[src/rtl/bwt_pkg.sv]
package bwt_pkg;

   localparam int ADDR_W    = 3;
   localparam int RATE_W    = 4;
   localparam int SRC_W     = 3;
   localparam int CTRL_W    = 4;
   localparam int NTAP      = 4;
   localparam int TAP_LO    = 3;
   localparam int TAP_STEP  = 2;
   localparam int TOP_TAP   = TAP_LO + TAP_STEP * (NTAP - 1);
   localparam int MAX_SHIFT = 15;

   localparam int CTRL_EN     = 0;
   localparam int CTRL_RELOAD = 3;

   typedef enum logic [ADDR_W-1:0] {
      RA_CTRL   = 3'd0,
      RA_WEEK   = 3'd1,
      RA_ALARM  = 3'd2,
      RA_RELOAD = 3'd3,
      RA_SWCNT  = 3'd4,
      RA_RATE   = 3'd5,
      RA_SRC    = 3'd6
   } reg_addr_e;

   typedef enum logic [SRC_W-1:0] {
      SRC_OFF    = 3'd0,
      SRC_SUBSEC = 3'd1,
      SRC_SEC    = 3'd2,
      SRC_TAP_A  = 3'd3,
      SRC_TAP_B  = 3'd4,
      SRC_TAP_C  = 3'd5,
      SRC_TAP_D  = 3'd6
   } swk_src_e;

   // log2 of the tick rate in Hz; zero means no tick
   function automatic logic [4:0] rate_log2(input logic [RATE_W-1:0] code);
      if (code >= 4'd1 && code <= 4'd8)
         return {1'b0, code};
      else if (code >= 4'd9 && code <= 4'd14)
         return {1'b0, code} + 5'd1;
      else
         return 5'd0;
   endfunction

endpackage

[src/rtl/bwt_divider.sv]
module bwt_divider
   import bwt_pkg::*;
#(
   parameter int LOG2_BASE = 15
) (
   input  logic              clk,
   input  logic              rst_n,
   input  logic              en,
   input  logic [RATE_W-1:0] rate_code,
   output logic              sec_hit,
   output logic              sub_hit,
   output logic              sub_tick
);

   logic [LOG2_BASE-1:0] pre_q;
   logic [LOG2_BASE-1:0] mask;
   logic [4:0]           shift;

   always_ff @(posedge clk or negedge rst_n) begin
      if (!rst_n)
         pre_q <= '0;
      else if (!en)
         pre_q <= '0;
      else
         pre_q <= pre_q + 1'b1;
   end

   always_comb begin
      shift   = rate_log2(rate_code);
      mask    = {LOG2_BASE{1'b1}} >> shift;
      sec_hit = en && (&pre_q);
      sub_hit = en && (shift != 5'd0) && ((pre_q & mask) == mask);
   end

   always_ff @(posedge clk or negedge rst_n) begin
      if (!rst_n)
         sub_tick <= 1'b0;
      else
         sub_tick <= sub_hit;
   end

endmodule

[src/rtl/bwt_week.sv]
module bwt_week
   import bwt_pkg::*;
#(
   parameter int WEEK_W = 32
) (
   input  logic              clk,
   input  logic              rst_n,
   input  logic              en,
   input  logic              sec_hit,
   input  logic              week_wr,
   input  logic              alarm_wr,
   input  logic [WEEK_W-1:0] wdata,
   output logic [WEEK_W-1:0] week_q,
   output logic [WEEK_W-1:0] alarm_q,
   output logic              alarm_evt,
   output logic [NTAP-1:0]   tap_rise
);

   logic [WEEK_W-1:0] week_nxt;
   logic [NTAP-1:0]   tap_prev;

   assign week_nxt = week_q + 1'b1;

   always_ff @(posedge clk or negedge rst_n) begin
      if (!rst_n) begin
         week_q    <= '0;
         alarm_q   <= '0;
         alarm_evt <= 1'b0;
      end else begin
         if (week_wr)
            week_q <= wdata;
         else if (sec_hit)
            week_q <= week_nxt;
         if (alarm_wr)
            alarm_q <= wdata;
         alarm_evt <= sec_hit && !week_wr && !alarm_wr && (week_nxt == alarm_q);
      end
   end

   for (genvar i = 0; i < NTAP; i++) begin : g_tap
      localparam int BIT = TAP_LO + TAP_STEP * i;
      always_ff @(posedge clk or negedge rst_n) begin
         if (!rst_n)
            tap_prev[i] <= 1'b0;
         else
            tap_prev[i] <= week_q[BIT];
      end
      assign tap_rise[i] = en && week_q[BIT] && !tap_prev[i];
   end

endmodule

[src/rtl/bwt_subweek.sv]
module bwt_subweek
   import bwt_pkg::*;
#(
   parameter int SUBWK_W = 16
) (
   input  logic               clk,
   input  logic               rst_n,
   input  logic               en,
   input  logic [SRC_W-1:0]   src,
   input  logic               sub_hit,
   input  logic               sec_hit,
   input  logic [NTAP-1:0]    tap_rise,
   input  logic               reload_en,
   input  logic               load,
   input  logic [SUBWK_W-1:0] load_val,
   output logic [SUBWK_W-1:0] cnt_q,
   output logic [SUBWK_W-1:0] reload_q,
   output logic               expire
);

   logic step;
   logic last;

   always_comb begin
      case (src)
         SRC_SUBSEC: step = sub_hit;
         SRC_SEC:    step = sec_hit;
         SRC_TAP_A:  step = tap_rise[0];
         SRC_TAP_B:  step = tap_rise[1];
         SRC_TAP_C:  step = tap_rise[2];
         SRC_TAP_D:  step = tap_rise[3];
         default:    step = 1'b0;
      endcase
      step = step && en;
      last = (cnt_q == SUBWK_W'(1));
   end

   always_ff @(posedge clk or negedge rst_n) begin
      if (!rst_n) begin
         cnt_q    <= '0;
         reload_q <= '0;
         expire   <= 1'b0;
      end else begin
         expire <= step && last && !load;
         if (load) begin
            reload_q <= load_val;
            cnt_q    <= load_val;
         end else if (step && (cnt_q != '0)) begin
            if (last)
               cnt_q <= reload_en ? reload_q : '0;
            else
               cnt_q <= cnt_q - 1'b1;
         end
      end
   end

endmodule

[src/rtl/batt_week_timer.sv]
module batt_week_timer
   import bwt_pkg::*;
#(
   parameter int LOG2_BASE = 15,
   parameter int WEEK_W    = 32,
   parameter int SUBWK_W   = 16,
   parameter int DATA_W    = 32
) (
   input  logic              clk,
   input  logic              rst_n,
   input  logic              wr_en,
   input  logic [ADDR_W-1:0] wr_addr,
   input  logic [DATA_W-1:0] wr_data,
   input  logic [ADDR_W-1:0] rd_addr,
   output logic [DATA_W-1:0] rd_data,
   output logic              alarm_evt,
   output logic              subwk_evt,
   output logic              subsec_tick
);

   if (LOG2_BASE < MAX_SHIFT) begin : g_bad_base
      $error("LOG2_BASE must cover the fastest sub-second rate");
   end
   if (WEEK_W <= TOP_TAP || WEEK_W > DATA_W) begin : g_bad_week
      $error("WEEK_W must hold the highest tap bit and fit the data port");
   end
   if (SUBWK_W < 1 || SUBWK_W > DATA_W) begin : g_bad_subwk
      $error("SUBWK_W must fit the data port");
   end

   logic [CTRL_W-1:0]  ctrl_q;
   logic [RATE_W-1:0]  rate_q;
   logic [SRC_W-1:0]   src_q;
   logic               en;
   logic               wr_ctrl, wr_week, wr_alarm, wr_reload, wr_rate, wr_src;
   logic               sec_hit, sub_hit;
   logic [NTAP-1:0]    tap_rise;
   logic [WEEK_W-1:0]  week_q, alarm_q;
   logic [SUBWK_W-1:0] swc_q, reload_q;

   assign en = ctrl_q[CTRL_EN];

   always_comb begin
      wr_ctrl   = wr_en && (wr_addr == RA_CTRL);
      wr_week   = wr_en && (wr_addr == RA_WEEK);
      wr_alarm  = wr_en && (wr_addr == RA_ALARM);
      wr_reload = wr_en && (wr_addr == RA_RELOAD);
      wr_rate   = wr_en && (wr_addr == RA_RATE);
      wr_src    = wr_en && (wr_addr == RA_SRC);
   end

   always_ff @(posedge clk or negedge rst_n) begin
      if (!rst_n) begin
         ctrl_q <= '0;
         rate_q <= '0;
         src_q  <= '0;
      end else begin
         if (wr_ctrl) ctrl_q <= wr_data[CTRL_W-1:0];
         if (wr_rate) rate_q <= wr_data[RATE_W-1:0];
         if (wr_src)  src_q  <= wr_data[SRC_W-1:0];
      end
   end

   bwt_divider #(.LOG2_BASE(LOG2_BASE)) u_div (
      .clk       (clk),
      .rst_n     (rst_n),
      .en        (en),
      .rate_code (rate_q),
      .sec_hit   (sec_hit),
      .sub_hit   (sub_hit),
      .sub_tick  (subsec_tick)
   );

   bwt_week #(.WEEK_W(WEEK_W)) u_week (
      .clk       (clk),
      .rst_n     (rst_n),
      .en        (en),
      .sec_hit   (sec_hit),
      .week_wr   (wr_week),
      .alarm_wr  (wr_alarm),
      .wdata     (wr_data[WEEK_W-1:0]),
      .week_q    (week_q),
      .alarm_q   (alarm_q),
      .alarm_evt (alarm_evt),
      .tap_rise  (tap_rise)
   );

   bwt_subweek #(.SUBWK_W(SUBWK_W)) u_subwk (
      .clk       (clk),
      .rst_n     (rst_n),
      .en        (en),
      .src       (src_q),
      .sub_hit   (sub_hit),
      .sec_hit   (sec_hit),
      .tap_rise  (tap_rise),
      .reload_en (ctrl_q[CTRL_RELOAD]),
      .load      (wr_reload),
      .load_val  (wr_data[SUBWK_W-1:0]),
      .cnt_q     (swc_q),
      .reload_q  (reload_q),
      .expire    (subwk_evt)
   );

   always_comb begin
      case (rd_addr)
         RA_CTRL:   rd_data = DATA_W'(ctrl_q);
         RA_WEEK:   rd_data = DATA_W'(week_q);
         RA_ALARM:  rd_data = DATA_W'(alarm_q);
         RA_RELOAD: rd_data = DATA_W'(reload_q);
         RA_SWCNT:  rd_data = DATA_W'(swc_q);
         RA_RATE:   rd_data = DATA_W'(rate_q);
         RA_SRC:    rd_data = DATA_W'(src_q);
         default:   rd_data = '0;
      endcase
   end

endmodule

[config.mk]
export PLATFORM = sky130hd
export DESIGN_NAME = batt_week_timer
export DESIGN_NICKNAME = d
export VERILOG_FILES = /design/src/rtl/bwt_pkg.sv /design/src/rtl/bwt_divider.sv /design/src/rtl/bwt_week.sv /design/src/rtl/bwt_subweek.sv /design/src/rtl/batt_week_timer.sv
export SDC_FILE = /design/constraint.sdc
export NUM_CORES = 1
export LEC_CHECK = 0
export BUFFER_PORTS_ARGS = -buffer_cell sky130_fd_sc_hd__clkbuf_2
export CORE_ASPECT_RATIO = 0.6
export CORE_MARGIN = 1.5
export CORE_UTILIZATION = 50
export CTS_CLUSTER_SIZE = 40
export DETAILED_ROUTE_END_ITERATION = 6
export MAX_ROUTING_LAYER = met4
export PLACE_DENSITY = 0.74
export SLEW_MARGIN = 20
export SYNTH_ARGS = -nofsm -noshare
export SYNTH_HDL_FRONTEND = slang
export SYNTH_SLANG_ARGS = --single-unit
[constraint.sdc]
create_clock -name clk -period 3.2 [get_ports clk]
set_input_delay 0.32 -clock clk [delete_from_list [all_inputs] [get_ports clk]]
set_output_delay 0.32 -clock clk [all_outputs]
set_load 0.01 [all_outputs]
Word-level counts from Yosys, hierarchy flattened
Cells that the tools add are included.

Register bits: 129. Word-level logic and storage cells: 96. Output and inout bits: 35.

Add/subtract/negate cells: 4. Magnitude comparators: 4. Mux-type cells: 11. Eq/ne operators: 20. Bitwise operators: 1. Shifts and indexed selects: 1. Reductions and logical operators: 40.

Operators by type and width (count): one-hot mux 32 bit (7 select lines) (1); two-way mux 16 bit (4); two-way mux 32 bit (2); adder 32 x 1 -> 32 bit (second input constant) (1); == test 32 bit (1); logical AND 1 bit (26); == test 3 bit (second input constant) (8); == test 3 x 2 -> 1 bit (second input constant) (6); == test 16 x 1 -> 1 bit (second input constant) (1); nonzero test 16 bit (1); subtractor 16 x 1 -> 16 bit (second input constant) (1); adder 15 x 1 -> 15 bit (second input constant) (1); AND 15 bit (1); == test 15 bit (1); two-way mux 15 bit (1); AND reduction 15 bit (1); >> shifter 15 x 5 -> 15 bit (first input constant) (1); two-way mux 5 bit (2); == test 3 x 1 -> 1 bit (second input constant) (3); less-or-equal comparator 4 bit (second input constant) (2); zero test 1 bit (7); zero test 3 bit (2); one-hot mux 1 bit (6 select lines) (1); adder 4 x 1 -> 5 bit (second input constant) (1); 4 further kinds (5).

Longest topological paths before layout
Word-level depth: 13. Mapped depth: 13. Depth with buffers taken out: 11.

By module
From an unflattened synthesis, not the netlist that was laid out.

Cells, all modules: 920. Area total of the unflattened synthesis: 8511.9 um^2.

Modules (own cells, without submodules): bwt_week (times used 1, cells an instance 440, area each 4191.5 um^2); bwt_subweek (times used 1, cells an instance 229, area each 2011.9 um^2); batt_week_timer (times used 1, cells an instance 117, area each 1184.9 um^2); bwt_divider (times used 1, cells an instance 134, area each 1123.6 um^2).

Worst setup path after synthesis
No wires, ideal clock.

Path type: register -> register. Start point: register rate_q[1]. End point: register u_subwk.cnt_q[11]. Path slack: 0.199 ns. Stages on the path, launching flop included: 14. Arrival time: 2.864 ns. Path through: dfrtp_1 > clkbuf_1 > inv_1 > ha_1 > nor2b_1 > nor4b_2 > nor3_1 > a2111oi_2 > o2111ai_1 > a21oi_2 > nand3_2 > buf_2 > a21oi_1 > o221ai_1.

Word-level cells in the longest chain between the ends: 12. Elaborated cells between the ends (all ways): 19.

RTL lines: start: declaration (RTL line batt_week_timer.sv:32) `logic [RATE_W-1:0] rate_q;`; start signal: assignment (RTL line batt_week_timer.sv:59) `if (wr_rate) rate_q <= wr_data[RATE_W-1:0];`; >= comparator 4 bit / less-or-equal comparator 4 bit (equally long branches) (RTL line bwt_pkg.sv:40) `else if (code >= 4'd9 && code <= 4'd14)`; logical AND 1 bit (RTL line bwt_pkg.sv:40); two-way mux 5 bit (RTL line bwt_pkg.sv:40); two-way mux 5 bit * (RTL line bwt_pkg.sv:38) `if (code >= 4'd1 && code <= 4'd8)`; >> shifter 15 x 5 -> 15 bit (RTL line bwt_divider.sv:30) `mask = {LOG2_BASE{1'b1}} >> shift;`; AND 15 bit (RTL line bwt_divider.sv:32) `sub_hit = en && (shift != 5'd0) && ((pre_q & mask) == mask);`; == test 15 bit (RTL line bwt_divider.sv:32); logical AND 1 bit * (RTL line bwt_divider.sv:32); one-hot mux 1 bit (6 select lines) * (RTL line bwt_subweek.sv:25) `case (src)`; logical AND 1 bit * (RTL line bwt_subweek.sv:34) `step = step && en;`; logical AND 1 bit * (RTL line bwt_subweek.sv:48) `end else if (step && (cnt_q != '0)) begin`; nonzero test 2 bit (no source line) *; end signal: assignment (RTL line bwt_subweek.sv:47) `cnt_q <= load_val;`; end signal: assignment (RTL line bwt_subweek.sv:50) `cnt_q <= reload_en ? reload_q : '0;`; end signal: assignment (RTL line bwt_subweek.sv:52) `cnt_q <= cnt_q - 1'b1;`; end: declaration (RTL line bwt_subweek.sv:16) `output logic [SUBWK_W-1:0] cnt_q,`.

Mark *: on every way between the ends. The rest lies on a longest branch, timed or not. A chain may end at the register's enable or synchronous reset.

Worst setup path after layout
Start point: register rate_q[1]. End point: register u_subwk.cnt_q[6].

The elaborated chain is that of the path after synthesis.

==> metrics <==
outcome finished, final reports clean; H-Tree Level Count 4; relative slew slack a little over half; leakage power of the design 0.003942 uW; Setup Total Neg Slack 0 ps; data arrival time of the worst path 3300 ps; Combinational Power Share 27.3%; number of synthesis warnings 0; final setup violation count 0; largest buffer count on any clock path 2; starting DRC count in detailed routing 768; Post-Synthesis Mean Instance Area approximately 9.0 um^2; initial antenna violation count 0; global route overflow 0; Max Transition Viols Final 0; number of iterations in the first detailed-routing pass 5; sequential share of the synthesized area 39.60%; setup repair after global routing missed its margin false; via-per-instance ratio between 6 and 7; Mapped Area between 8000 and 9000 um^2; total global-route track usage 29.23%; number of global-route vias before repair between 6000 and 7000; fin crit period 2988 ps; pwr dens 640.8 nW/um^2; clock transition time at the flip-flop clock pins of the worst setup and hold paths 60 ps; Inserted Diodes 0; most used flip-flop cell after synthesis sky130_fd_sc_hd__dfrtp_1; die boundary height 101.9 um; share of final-layout standard cells stronger than drive strength 1 20.47%; Yosys top cell by area sky130_fd_sc_hd__dfrtp_1; Synth-to-Final Area Change 15.43%; number of flops mapped to enable cells by yosys 0; crit end category register; portion of synthesized cell area occupied by the leading cell type 39.60%; Die Footprint 17100 um^2; highest clock frequency the design can meet 334.6 MHz; CORE AREA 15630 um^2; DRT Wirelength 23070 um; Port Buffer Count 75; maximum vdd drop 0.3711 mV; residual antenna-violating net count after detailed routing 0; required time of the worst setup path 3520 ps; instance count of the mapped netlist 910; Final period util 93.38%; Clock Latency Late Sink 430 ps; detailed-route DRC error count 0; nature of the critical path startpoint register; placer congestion estimate between 0.9 and 1; Hold/Removal Path Class input port to register; kind of critical path register to register; design internal power 3863 uW; first-pass GRT wire length 37500 um; worst clock skew on the final layout around 8.5 ps; Synthesized Nets 959; Die Wd 167.8 um; TritonCTS clock tree done; detailed-route wire length per cell ~19 um; final HPWL from detailed placement 16280 um; register bit total from synthesis 129; maximum number of pins on one net before global-route repair 76; asr flop ratio synth 100.0%; proportion of power drawn by flip-flops and latches 40.0%; Max-Cap Viols 0; measured slew at the worst slew-check pin 715.9 ps; number of sinks handled by clock tree synthesis 129; number of cell rows 35; clock root buffer sky130_fd_sc_hd__clkbuf_16; fraction of power spent switching nets 35.93%; worst slack at placement 63.95 ps; I/O Pins 76; CTS buffer count 17; final-stage net count ~1000; final worst-path setup slack 211.7 ps; Yosys cell types 65; net switching power between 2000 and 2500 uW; worst-path maximum fanout 12; Clock power frac roughly 33%; final hold violation count 0; detailed-route via count about 7300; most area-consuming cells after synthesis sky130_fd_sc_hd__dfrtp_1 (40%), sky130_fd_sc_hd__nand2_1 (6.7%), sky130_fd_sc_hd__mux2_2 (5.9%); initial core utilization 52.14%
## kinds of logic (layout without fill, tap and decap cells)
kind of cell / Yosys count / count (layout) / share of synthesized area [%]
AOI/OAI and AO/OA: 187 / 187 / 15.53
xor gates and xnor gates: 100 / 100 / 10.74
adders and majority gates: 8 / 8 / 1.228
buffers and inverters: 79 / 156 / 4.144
DFF: 129 / 129 / 39.60
muxes: 54 / 54 / 7.444
and+or+nand+nor: 353 / 353 / 21.30
## layout by cell type (no fill, tap or decap), drive strengths merged, types with 6 or more instances in the layout
master	instances
a31oi	9
o211ai	6
nand2b	9
a22oi	33
and2	7
o221ai	9
xnor2	54
nor2	60
ha	8
buf	29
nor3	23
nor4	8
nand4	18
a22o	17
nand2	145
xor2	46
nor2b	8
mux2	43
nand3	34
clkbuf	92
a21oi	24
dfrtp	129
mux2i	10
and3	13
inv	26
o21ai	56
## state kept, by name, summed over array words and instances (netlist names)
name	count
u_div.sub_tick	1
u_week.tap_prev	4
u_subwk.expire	1
u_div.pre_q	15
ctrl_q	4
u_week.week_q	32
u_subwk.reload_q	16
src_q	3
rate_q	4
u_subwk.cnt_q	16
u_week.alarm_q	32
u_week.alarm_evt	1
## worst max-delay path: stages, from the launching register on
cell and delay, ps:
sky130_fd_sc_hd__dfrtp_1 340, sky130_fd_sc_hd__inv_1 100, sky130_fd_sc_hd__ha_1 200, sky130_fd_sc_hd__nor2b_1 190
sky130_fd_sc_hd__nor4b_4 360, sky130_fd_sc_hd__nor3_2 140, sky130_fd_sc_hd__a2111oi_2 370, sky130_fd_sc_hd__o2111ai_1 230
sky130_fd_sc_hd__a21oi_2 180, sky130_fd_sc_hd__buf_4 150, sky130_fd_sc_hd__nand3_4 180, sky130_fd_sc_hd__o21a_1 240
sky130_fd_sc_hd__a22o_1 190
## layer usage
metal / GRT usage, % / vias to the layer above / wire [um] / share of wire, %
met5: - / - / 0 / 0
met4: 7.346 / 0 / 271 / 1.2
met3: 4.919 / 33 / 2109 / 9.1
met2: 37.76 / 361 / 9184 / 40
met1: 45.98 / 3559 / 11510 / 50
li1: - / 3369 / - / -
## area by class of cell
| type | count | area, um^2 |
|---|---|---|
| clock buffer | 18 | 429.2 |
| fill | 1340 | 6225 |
| tap | 203 | 254.0 |
| clock inverter | 14 | 155.1 |
| multi-input combinational | 702 | 4653 |
| timing repair buffer | 104 | 614.3 |
| inverter | 20 | 75.07 |
| sequential | 129 | 3228 |
## worst paths after layout
kind                                       start                         endpoint  slack, ps  cells after the start
max in group asynchronous                  rst_n     u_week.week_q[7]$_DFFE_PN0P_       1970                      3
setup / recovery           rate_q[1]$_DFFE_PN0P_     u_subwk.cnt_q[6]$_DFFE_PN0P_        210                     12
hold reg to reg            ctrl_q[1]$_DFFE_PN0P_            ctrl_q[1]$_DFFE_PN0P_        510                      1
min in group asynchronous                  rst_n  u_subwk.reload_q[9]$_DFFE_PN0P_        480                      2
hold / removal                       wr_data[19]    u_week.week_q[19]$_DFFE_PN0P_        110                      3
setup reg to reg           rate_q[1]$_DFFE_PN0P_     u_subwk.cnt_q[6]$_DFFE_PN0P_        210                     12
## Yosys cell counts (13+ instances only)
cell type and number:
sky130_fd_sc_hd__a21oi_1 23, sky130_fd_sc_hd__a22o_1 17, sky130_fd_sc_hd__a22oi_1 33, sky130_fd_sc_hd__and3_1 13
sky130_fd_sc_hd__clkbuf_1 39, sky130_fd_sc_hd__dfrtp_1 129, sky130_fd_sc_hd__inv_1 20, sky130_fd_sc_hd__mux2_2 43
sky130_fd_sc_hd__nand2_1 145, sky130_fd_sc_hd__nand3_1 31, sky130_fd_sc_hd__nand4_1 17, sky130_fd_sc_hd__nor2_1 58
sky130_fd_sc_hd__nor3_1 23, sky130_fd_sc_hd__o21ai_0 54, sky130_fd_sc_hd__xnor2_1 54, sky130_fd_sc_hd__xor2_1 46
## power by group through the flow
| stage | combinational (uW) | clock [uW] | sequential (uW) |
|---|---|---|---|
| after CTS | 1610 | 1980 | 2390 |
| after detailed placement | 1590 | 0 | 2420 |
| after floorplan | 1290 | 0 | 2210 |
| after global routing | 1820 | 2060 | 2460 |
| after global placement | 1570 | 0 | 2410 |
| final | 1650 | 1970 | 2410 |
## per-stage QoR
step	hold WS [ps]	cells	instance area (um^2)	util [%]	power (uW)
3_3_place_gp	396.0	1156	8762	56.05	3984
2_1_floorplan	24.41	910	8152	-	3501
5_1_grt	122.9	1190	9409	60.18	6337
6_report	110.9	1190	9409	60.18	6029
3_5_place_dp	392.1	1156	8762	56.05	4002
4_1_cts	112.2	1189	9356	59.85	5973
## repair_timing
item	4_1_cts	5_1_grt
gates resized for setup	0	10
endpoints found under the setup margin	0	14
hold buffers	1	0
hold endpoints to repair	74	0
buffers inserted	0	1
No activity file was read; power rests on OpenSTA's default activity.
